## src/rtl/smi_evt_pkg.sv

```systemverilog
package smi_evt_pkg;
  localparam int unsigned REG_W    = 64;
  localparam int unsigned NSRC     = 4;
  localparam int unsigned EN_LSB   = 0;
  localparam int unsigned RLO_LSB  = EN_LSB + NSRC;
  localparam int unsigned FLAG_LSB = 16;
  localparam int unsigned RLO_W    = FLAG_LSB - RLO_LSB;
  localparam int unsigned RHI_LSB  = FLAG_LSB + NSRC;
  localparam int unsigned RHI_W    = REG_W - RHI_LSB;

  typedef enum logic [1:0] {
    SRC_ERR  = 2'd0,
    SRC_DBG  = 2'd1,
    SRC_CNT  = 2'd2,
    SRC_LVL2 = 2'd3
  } smi_src_e;

  localparam logic [NSRC-1:0] SYNC_GROUP  = 4'b1100;
  localparam logic [NSRC-1:0] ASYNC_GROUP = 4'b0011;
  localparam logic [NSRC-1:0] MASK_RESET  = '1;

  // An event wins over a clear in the same cycle.
  function automatic logic [NSRC-1:0] flag_next(
    input logic [NSRC-1:0] cur,
    input logic [NSRC-1:0] clr,
    input logic [NSRC-1:0] hit,
    input logic [NSRC-1:0] mask_n
  );
    return (cur & ~clr) | (hit & ~mask_n);
  endfunction

  function automatic logic [REG_W-1:0] pack_word(
    input logic [NSRC-1:0]  mask_n,
    input logic [RLO_W-1:0] rlo,
    input logic [NSRC-1:0]  flags,
    input logic [RHI_W-1:0] rhi
  );
    return {rhi, flags, rlo, mask_n};
  endfunction

  function automatic logic group_any(
    input logic [NSRC-1:0] flags,
    input logic [NSRC-1:0] grp
  );
    return |(flags & grp);
  endfunction
endpackage

```

## src/rtl/smi_evt_decode.sv

```systemverilog
module smi_evt_decode
  import smi_evt_pkg::*;
#(
  parameter int unsigned ADDR_W = 32,
  parameter int unsigned N_ERR  = 4,
  parameter logic [ADDR_W-1:0] LVL2_ADDR = 'h119,
  parameter logic [ADDR_W-1:0] CNT_ADDR  = 'h118,
  parameter logic [ADDR_W-1:0] STAT_ADDR = 'h10D
) (
  input  logic              cfg_rd,
  input  logic              cfg_wr,
  input  logic [ADDR_W-1:0] cfg_addr,
  input  logic              dbg_evt,
  input  logic [N_ERR-1:0]  err_evt,
  output logic [NSRC-1:0]   src_hit,
  output logic              sync_hit,
  output logic              async_hit
);
  logic lvl2_rd, cnt_wr, stat_acc, err_any;

  assign lvl2_rd  = cfg_rd && (cfg_addr == LVL2_ADDR);
  assign cnt_wr   = cfg_wr && (cfg_addr == CNT_ADDR);
  assign stat_acc = (cfg_rd || cfg_wr) && (cfg_addr == STAT_ADDR);
  assign err_any  = |err_evt;

  always_comb begin
    src_hit = '0;
    src_hit[int'(SRC_ERR)]  = err_any;
    src_hit[int'(SRC_DBG)]  = dbg_evt || stat_acc;
    src_hit[int'(SRC_CNT)]  = cnt_wr;
    src_hit[int'(SRC_LVL2)] = lvl2_rd;
  end

  assign sync_hit  = group_any(src_hit, SYNC_GROUP);
  assign async_hit = group_any(src_hit, ASYNC_GROUP);

  always_comb begin
    assert (!(lvl2_rd && cnt_wr)) else $error("AST_ONE_ADDR");
  end
endmodule

```

## src/rtl/smi_evt_ctrl_store.sv

```systemverilog
module smi_evt_ctrl_store
  import smi_evt_pkg::*;
(
  input  logic             clk,
  input  logic             rst_n,
  input  logic             wr_self,
  input  logic [NSRC-1:0]  mask_wd,
  input  logic [RLO_W-1:0] rlo_wd,
  input  logic [RHI_W-1:0] rhi_wd,
  output logic [NSRC-1:0]  mask_n,
  output logic [RLO_W-1:0] rlo_q,
  output logic [RHI_W-1:0] rhi_q
);
  always_ff @(posedge clk or negedge rst_n) begin
    if (!rst_n) begin
      mask_n <= MASK_RESET;
      rlo_q  <= '0;
      rhi_q  <= '0;
    end else if (wr_self) begin
      mask_n <= mask_wd;
      rlo_q  <= rlo_wd;
      rhi_q  <= rhi_wd;
    end
  end

  AST_RSVD_KEEP: assert property (@(posedge clk) disable iff (!rst_n)
    wr_self |=> (rlo_q == $past(rlo_wd)) && (rhi_q == $past(rhi_wd)));
  AST_MASK_HOLD: assert property (@(posedge clk) disable iff (!rst_n)
    !wr_self |=> $stable(mask_n));
endmodule

```

## src/rtl/smi_evt_flags.sv

```systemverilog
module smi_evt_flags
  import smi_evt_pkg::*;
(
  input  logic            clk,
  input  logic            rst_n,
  input  logic [NSRC-1:0] flag_clr,
  input  logic [NSRC-1:0] src_hit,
  input  logic [NSRC-1:0] mask_n,
  output logic [NSRC-1:0] flags
);
  always_ff @(posedge clk or negedge rst_n) begin
    if (!rst_n) flags <= '0;
    else        flags <= flag_next(flags, flag_clr, src_hit, mask_n);
  end

  for (genvar i = 0; i < NSRC; i++) begin : g_chk
    AST_MASKED_NO_SET: assert property (@(posedge clk) disable iff (!rst_n)
      (!flags[i] && (!src_hit[i] || mask_n[i])) |=> !flags[i]);
    AST_STICKY: assert property (@(posedge clk) disable iff (!rst_n)
      (flags[i] && !flag_clr[i]) |=> flags[i]);
    AST_EVT_WINS: assert property (@(posedge clk) disable iff (!rst_n)
      (src_hit[i] && !mask_n[i]) |=> flags[i]);
    AST_W1C: assert property (@(posedge clk) disable iff (!rst_n)
      (flag_clr[i] && !(src_hit[i] && !mask_n[i])) |=> !flags[i]);
  end
endmodule

```

## src/rtl/smi_evt_reg.sv

```systemverilog
module smi_evt_reg
  import smi_evt_pkg::*;
#(
  parameter int unsigned ADDR_W = 32,
  parameter int unsigned N_ERR  = 4,
  parameter logic [ADDR_W-1:0] SELF_ADDR = 'h100,
  parameter logic [ADDR_W-1:0] LVL2_ADDR = 'h119,
  parameter logic [ADDR_W-1:0] CNT_ADDR  = 'h118,
  parameter logic [ADDR_W-1:0] STAT_ADDR = 'h10D
) (
  input  logic              clk,
  input  logic              rst_n,
  input  logic              cfg_rd,
  input  logic              cfg_wr,
  input  logic [ADDR_W-1:0] cfg_addr,
  input  logic [REG_W-1:0]  cfg_wdata,
  output logic [REG_W-1:0]  cfg_rdata,
  input  logic              dbg_evt,
  input  logic [N_ERR-1:0]  err_evt,
  output logic              smi_sync,
  output logic              smi_async
);
  logic              wr_self, rd_self;
  logic [NSRC-1:0]   src_hit, mask_n, flags, flag_clr;
  logic              sync_hit, async_hit;
  logic [RLO_W-1:0]  rlo_q;
  logic [RHI_W-1:0]  rhi_q;
  logic [REG_W-1:0]  reg_word;

  assign wr_self  = cfg_wr && (cfg_addr == SELF_ADDR);
  assign rd_self  = cfg_rd && (cfg_addr == SELF_ADDR);
  assign flag_clr = wr_self ? cfg_wdata[FLAG_LSB +: NSRC] : '0;

  smi_evt_decode #(
    .ADDR_W(ADDR_W), .N_ERR(N_ERR),
    .LVL2_ADDR(LVL2_ADDR), .CNT_ADDR(CNT_ADDR), .STAT_ADDR(STAT_ADDR)
  ) u_dec (
    .cfg_rd(cfg_rd), .cfg_wr(cfg_wr), .cfg_addr(cfg_addr),
    .dbg_evt(dbg_evt), .err_evt(err_evt),
    .src_hit(src_hit), .sync_hit(sync_hit), .async_hit(async_hit)
  );

  smi_evt_ctrl_store u_store (
    .clk(clk), .rst_n(rst_n), .wr_self(wr_self),
    .mask_wd(cfg_wdata[EN_LSB +: NSRC]),
    .rlo_wd(cfg_wdata[RLO_LSB +: RLO_W]),
    .rhi_wd(cfg_wdata[RHI_LSB +: RHI_W]),
    .mask_n(mask_n), .rlo_q(rlo_q), .rhi_q(rhi_q)
  );

  smi_evt_flags u_flags (
    .clk(clk), .rst_n(rst_n), .flag_clr(flag_clr),
    .src_hit(src_hit), .mask_n(mask_n), .flags(flags)
  );

  assign reg_word  = pack_word(mask_n, rlo_q, flags, rhi_q);
  assign cfg_rdata = rd_self ? reg_word : '0;
  assign smi_sync  = group_any(flags, SYNC_GROUP);
  assign smi_async = group_any(flags, ASYNC_GROUP);

  AST_RESET_QUIET: assert property (@(posedge clk)
    !rst_n |-> (!smi_sync && !smi_async));
  AST_SYNC_CAUSE: assert property (@(posedge clk) disable iff (!rst_n)
    $rose(smi_sync) |-> $past(sync_hit));
  AST_ASYNC_CAUSE: assert property (@(posedge clk) disable iff (!rst_n)
    $rose(smi_async) |-> $past(async_hit));
  AST_MASK_KEEPS_FLAGS: assert property (@(posedge clk) disable iff (!rst_n)
    (wr_self && (cfg_wdata[FLAG_LSB +: NSRC] == '0)) |=> ((flags & $past(flags)) == $past(flags)));
endmodule

```

## config.mk

```make
export PLATFORM = sky130hd
export DESIGN_NAME = smi_evt_reg
export DESIGN_NICKNAME = d
export VERILOG_FILES = /design/src/rtl/smi_evt_pkg.sv /design/src/rtl/smi_evt_decode.sv /design/src/rtl/smi_evt_ctrl_store.sv /design/src/rtl/smi_evt_flags.sv /design/src/rtl/smi_evt_reg.sv
export SDC_FILE = /design/constraint.sdc
export NUM_CORES = 1
export LEC_CHECK = 0
export BUFFER_PORTS_ARGS = -buffer_cell sky130_fd_sc_hd__buf_4
export CAP_MARGIN = 20
export CORE_ASPECT_RATIO = 2
export CORE_MARGIN = 3
export CORE_UTILIZATION = 48
export CTS_CLUSTER_SIZE = 14
export DETAILED_ROUTE_END_ITERATION = 16
export PLACE_DENSITY = 0.86
export SKIP_LAST_GASP = 1
export SYNTH_ARGS = -nofsm -noshare
export SYNTH_HDL_FRONTEND = slang
export SYNTH_SLANG_ARGS = --single-unit
```

## constraint.sdc

```tcl
create_clock -name clk -period 6.7 [get_ports clk]
set_input_delay 1.34 -clock clk [delete_from_list [all_inputs] [get_ports clk]]
set_output_delay 1.34 -clock clk [all_outputs]
set_load 0.02 [all_outputs]
```

* Word level (Yosys, flattened, before mapping)
Cells that the tools add are included.
** Operators by class
- Reduce and logical (&&, ||, !) cells :: 10
- Equality and inequality tests :: 4
- Bitwise logic cells :: 5
- Multiplexer cells :: 2
** Operator list (count)
- $eq 32x9->1 const B :: 4
- $mux 64 :: 1
- $and 4x4->4 :: 2
- $not 4->4 :: 2
- $logic_and 1x1->1 :: 5
- $mux 4 :: 1
- $or 4x4->4 :: 1
- $reduce_or 2->1 :: 2
- $reduce_or 4->1 :: 1
- $logic_or 1x1->1 :: 2
** Storage, ports and cells
- Bits of input ports :: 105
- Word-level logic and storage cells :: 25
- Output and inout port bits :: 66
- Flip-flop bits (word level) :: 64

* Depth between registers and ports, before layout
- Depth after elaboration :: 6
- Gate-level depth with buffers :: 5
- Mapped depth without buffers :: 4

* Cells and area by module
Synthesis repeated with hierarchy kept, for this count alone.
** Unflattened totals
- Cells, all modules :: 340
- Area, all modules :: 3787.4 µm²
** By module, submodules not included
- smi_evt_ctrl_store :: times used 1, sequential area each 1506.4 µm², area each 2538.7 µm², cells each 127
- smi_evt_reg :: times used 1, sequential area each 0.0 µm², area each 819.5 µm², cells each 171
- smi_evt_decode :: times used 1, sequential area each 0.0 µm², area each 249.0 µm², cells each 26
- smi_evt_flags :: times used 1, sequential area each 100.1 µm², area each 180.2 µm², cells each 16

* Worst setup path after synthesis
No wires, ideal clock.
- Kind :: input port to output port
- From :: input cfg_addr[23]
- To :: output cfg_rdata[0]
- Stages on the path :: 5
- Slack :: 2.437 ns
- Buffers on the path :: 1
- Required time :: 5.360 ns
- Arrival :: 2.923 ns
- Cells stage by stage :: nor4_1 > nand4b_1 > nor3_1 > clkbuf_1 > and2_1
** On the way
- Longest elaborated chain between the ends :: 3
** RTL lines
- start: declaration :: RTL line smi_evt_reg.sv:15 : input logic [ADDR_W-1:0] cfg_addr,
- $eq 32x9->1 :: RTL line smi_evt_reg.sv:31 : assign rd_self = cfg_rd && (cfg_addr == SELF_ADDR);
- $logic_and 1x1->1 :: RTL line smi_evt_reg.sv:31
- $mux 64 :: RTL line smi_evt_reg.sv:57 : assign cfg_rdata = rd_self ? reg_word : '0;
- end: declaration :: RTL line smi_evt_reg.sv:17 : output logic [REG_W-1:0] cfg_rdata,
No other way between the ends.

* Final worst setup path
- From :: input cfg_addr[23]
- To :: output cfg_rdata[59]
The elaborated chain is that of the path after synthesis.

==> metrics.md <==
| Metric | Value |
|---|---|
| Status | complete, no violations |
| Setup_tns | 0 ps |
| Most frequent cells in the layout | buf_4, and2_1, dfrtp_1 |
| Initial Util | 0.502 |
| Crit. Startpoint | cfg_addr[23] |
| Sequential share of power | 0.441 |
| Clock share of power | 0.492 |
| Max Slew Vio Count | 0 |
| Crit-path leading delay family | simple AND/OR/NAND/NOR gates |
| Worst path max stage delay | 490 ps |
| Final Wtd Congestion | between 0.7 and 0.8 |
| Hold WC Path Type | register to register |
| DR WL/cell | 17.0 µm |
| Yosys top cell area share | 0.494 |
| CP Depth | 7 |
| CP max stage cell | nor4_1 |
| Final setup vio count | 0 |
| Worst Path Arrival | 3200 ps |
| Slew headroom | 0.465 |
| Reg2reg start | u_store.mask_n[1] |
| CP Cell Sequence | buf_4 > nor4_1 > nand4b_1 > nor3_2 > buf_4 > and2_1 > buf_4 |
| ANT cells | 0 |
| Tcrit/Tclk final | 0.678 |
| CP Max Fanout | 33 |
| RSZ-0062 raised after global routing | no |
| Final clock skew | 3.87 ps |
| Synthesized-area fraction occupied by adder cells | 0 |
| Maximum VDD drop | between 0.00015 and 0.0002 V |
| Reg2reg end | u_flags.flags[1] |
| Avg Inst Size Synth | ~13 µm² |
| Simple-Gate Fraction of Synth Area | 0.195 |
| FP Rows | 40 |
| Global-route wire length before repair | 13400 µm |
| Yosys warns | 0 |
| CTS buffer count | 9 |
| Cell mode on critical path | buf_4 |
| R2R depth | 4 |
| CTS Hold Buffers Added | 0 |
| Routed WL | 8490 µm |
| Largest net degree at the start of global routing | 65 |
| Postcts setup bufs | 0 |
| Final non-filler cell total | 500 |
| Buffers and inverters on the worst path | 3 |
| Max Buffers Root-to-Sink | 2 |
| Largest family of logic cells by synthesized area | multiplexers |
| Initial antenna violation count | 0 |
| Setup CP Type | input port to output port |
| Startpoint Class | input port |
| Max-capacitance violation count | 0 |
| DP HPWL | ~6400 µm |
| Largest area contributor in the netlist | dfrtp_1 |
| CTS tree | built |
| H-tree depth | 3 |
| I/O Buffers | 170 |
| Top post-synthesis cells by area | dfrtp_1, mux2_2, and2_1, dfstp_2, nor4_1 |
| Final hold viol count | 0 |
| Die area | 0.00738 mm² |
| Syn nets | about 340 |
| Vias in the first global route | about 2700 |
| Core Area | 0.00606 mm² |
| Endpoint type of the worst setup path | output port |
| Worst-Skew Late Latency | 320 ps |
| Highest Clock Rate | between 200 and 250 MHz |
| Grt ovf | 0 |
| CTS sink cnt | 64 |
| Post-synthesis compound-gate area fraction | 0.0218 |
| Post-route DRC violation count | 0 |
| Post-synthesis sequential area ratio | 0.529 |
| PD cells | 189 mW/mm² |
| Cells after Synth | roughly 240 |
| Post_cts resized | 0 |
| Slew @ Worst Pin | 803 ps |
| Post-synthesis mux area share | 0.222 |
| Ports | ~170 |
| Layout cell share with drive strength beyond 1 | 0.611 |
| Layout Area Growth over Synthesis | 53.0% |
| Final ANT Viol Nets | 0 |
| Finished Core Util | 0.768 |
| Post-Synthesis Cell Area | approximately 0.003 mm² |
| Switch Pwr | 0.000173 W |
| Post-synth cell types | 30 |
| Footprint of the multi-input gates | 0.00134 mm² |
| Post-Synth XOR/XNOR Area | 0 |
| Die width | 62.3 µm |
| Total area of sequential cells | 0.00161 mm² |
| Clock transition at the registers of the reported paths | 50 ps |
| Net Sw Frac | 0.197 |
| Final Critical Period | 4540 ps |
| Detailed Route Iter0 Violations | 72 |
| Leak Pwr | between 2 and 2.5 nW |
| Internal power | 0.000705 W |
| Fin nets | 516 |
| Placed cells | between 400 and 500 |
| Leading cell type in the layout, fill and taps excluded | buf_4 |
| Initial DRT Pass Iterations | 4 |
| Fillers | 419 |
| Synth Register Bits | 64 |
| Vias | 2493 |
| Clock root cell | clkbuf_16 |
| Vert. Die Dim | 119 µm |
| Total Routing Usage GR | 0.238 |
| Via density | around 5 |
| Reg2Reg Setup Slack | 5450 ps |
| Worst EP required | 5360 ps |
| Combinational Power Share | 0.067 |
| Worst setup endpoint | cfg_rdata[59] |
==> power groups by stage <==
stage | registers (W) | logic (W) | clock network [W]
after CTS | 0.000387 | 0.0000596 | 0.000443
after global routing | 0.000387 | 0.0000639 | 0.000459
final | 0.000387 | 0.0000587 | 0.000432
after floorplan | 0.000394 | 0.00000395 | 0
after global placement | 0.000394 | 0.0000580 | 0
after detailed placement | 0.000394 | 0.0000593 | 0
==> worst min-delay path by stage <==
stage | startpoint | endpoint | slack, ps | depth (start not counted)
2_1_floorplan | u_store.rhi_q[1] | u_store.rhi_q[1] | 450 | 1
3_3_place_gp | u_store.rhi_q[32] | u_store.rhi_q[32] | 460 | 1
3_5_place_dp | u_store.rhi_q[1] | u_store.rhi_q[1] | 470 | 1
4_1_cts | u_store.rhi_q[32] | u_store.rhi_q[32] | 480 | 1
5_1_grt | u_store.rhi_q[27] | u_store.rhi_q[27] | 510 | 1
6_report | u_store.rhi_q[1] | u_store.rhi_q[1] | 480 | 1
==> per-layer routing <==
layer	share of wire	global-route usage	routed length (µm)
met1	0.31	0.210	2620
met2	0.57	0.452	4860
met3	0.074	0.0817	629
met4	0.045	0.134	380
met5	0	0	0
==> flip-flops by register name (all words and copies together) (netlist names) <==
| name | count |
|---|---|
| u_store.rhi_q | 44 |
| u_store.rlo_q | 12 |
| u_flags.flags | 4 |
| u_store.mask_n | 4 |
==> cell families after synthesis <==
family | after synthesis
AO/OA/AOI/OAI | 9
buffers and inverters | 16
flip-flops | 64
multiplexers | 60
AND/OR/NAND/NOR | 90
==> per-stage QoR <==
stage | hold WS [ps] | power (W) | worst slack [ps] | cell area (µm²)
2_1_floorplan | 449 | 0.000398 | 2440 | 3040
3_3_place_gp | 464 | 0.000452 | 2250 | 4360
3_5_place_dp | 471 | 0.000453 | 2200 | 4360
4_1_cts | 482 | 0.000889 | 2180 | 4650
5_1_grt | 508 | 0.000910 | 2020 | 4650
6_report | 479 | 0.000878 | 2160 | 4650
==> cell usage after synthesis <==
library cell	number
and2_1	61
dfrtp_1	60
mux2_2	56
nor4_1	10
clkbuf_1	6
buf_6	4
dfstp_2	4
inv_1	4
mux2_1	4
nor3_1	3
a21o_1	2
buf_4	2
nand2_1	2
nand3b_1	2
o21ai_0	2
o32ai_1	2
or2_2	2
a211o_1	1
and3b_1	1
nand3_1	1
nand4_1	1
nand4_2	1
nand4b_1	1
nor2_1	1
nor4_4	1
nor4b_2	1
nor4bb_1	1
o22a_1	1
o22ai_1	1
or3_1	1
==> final cells by class <==
class,instances,share of cell area
tap,84,0.0226
multi-input combinational,159,0.288
clock buffer,13,0.0581
sequential,64,0.346
timing repair buffer,173,0.279
clock inverter,3,0.00323
inverter,4,0.00323
==> worst reg2reg max path, stage by stage (launching register included) <==
cell	delay, ps
dfstp_2	390
nor4bb_1	270
o21ai_0	140
nor3_1	250
a211o_1	140
(Power assumes the default switching activity.)
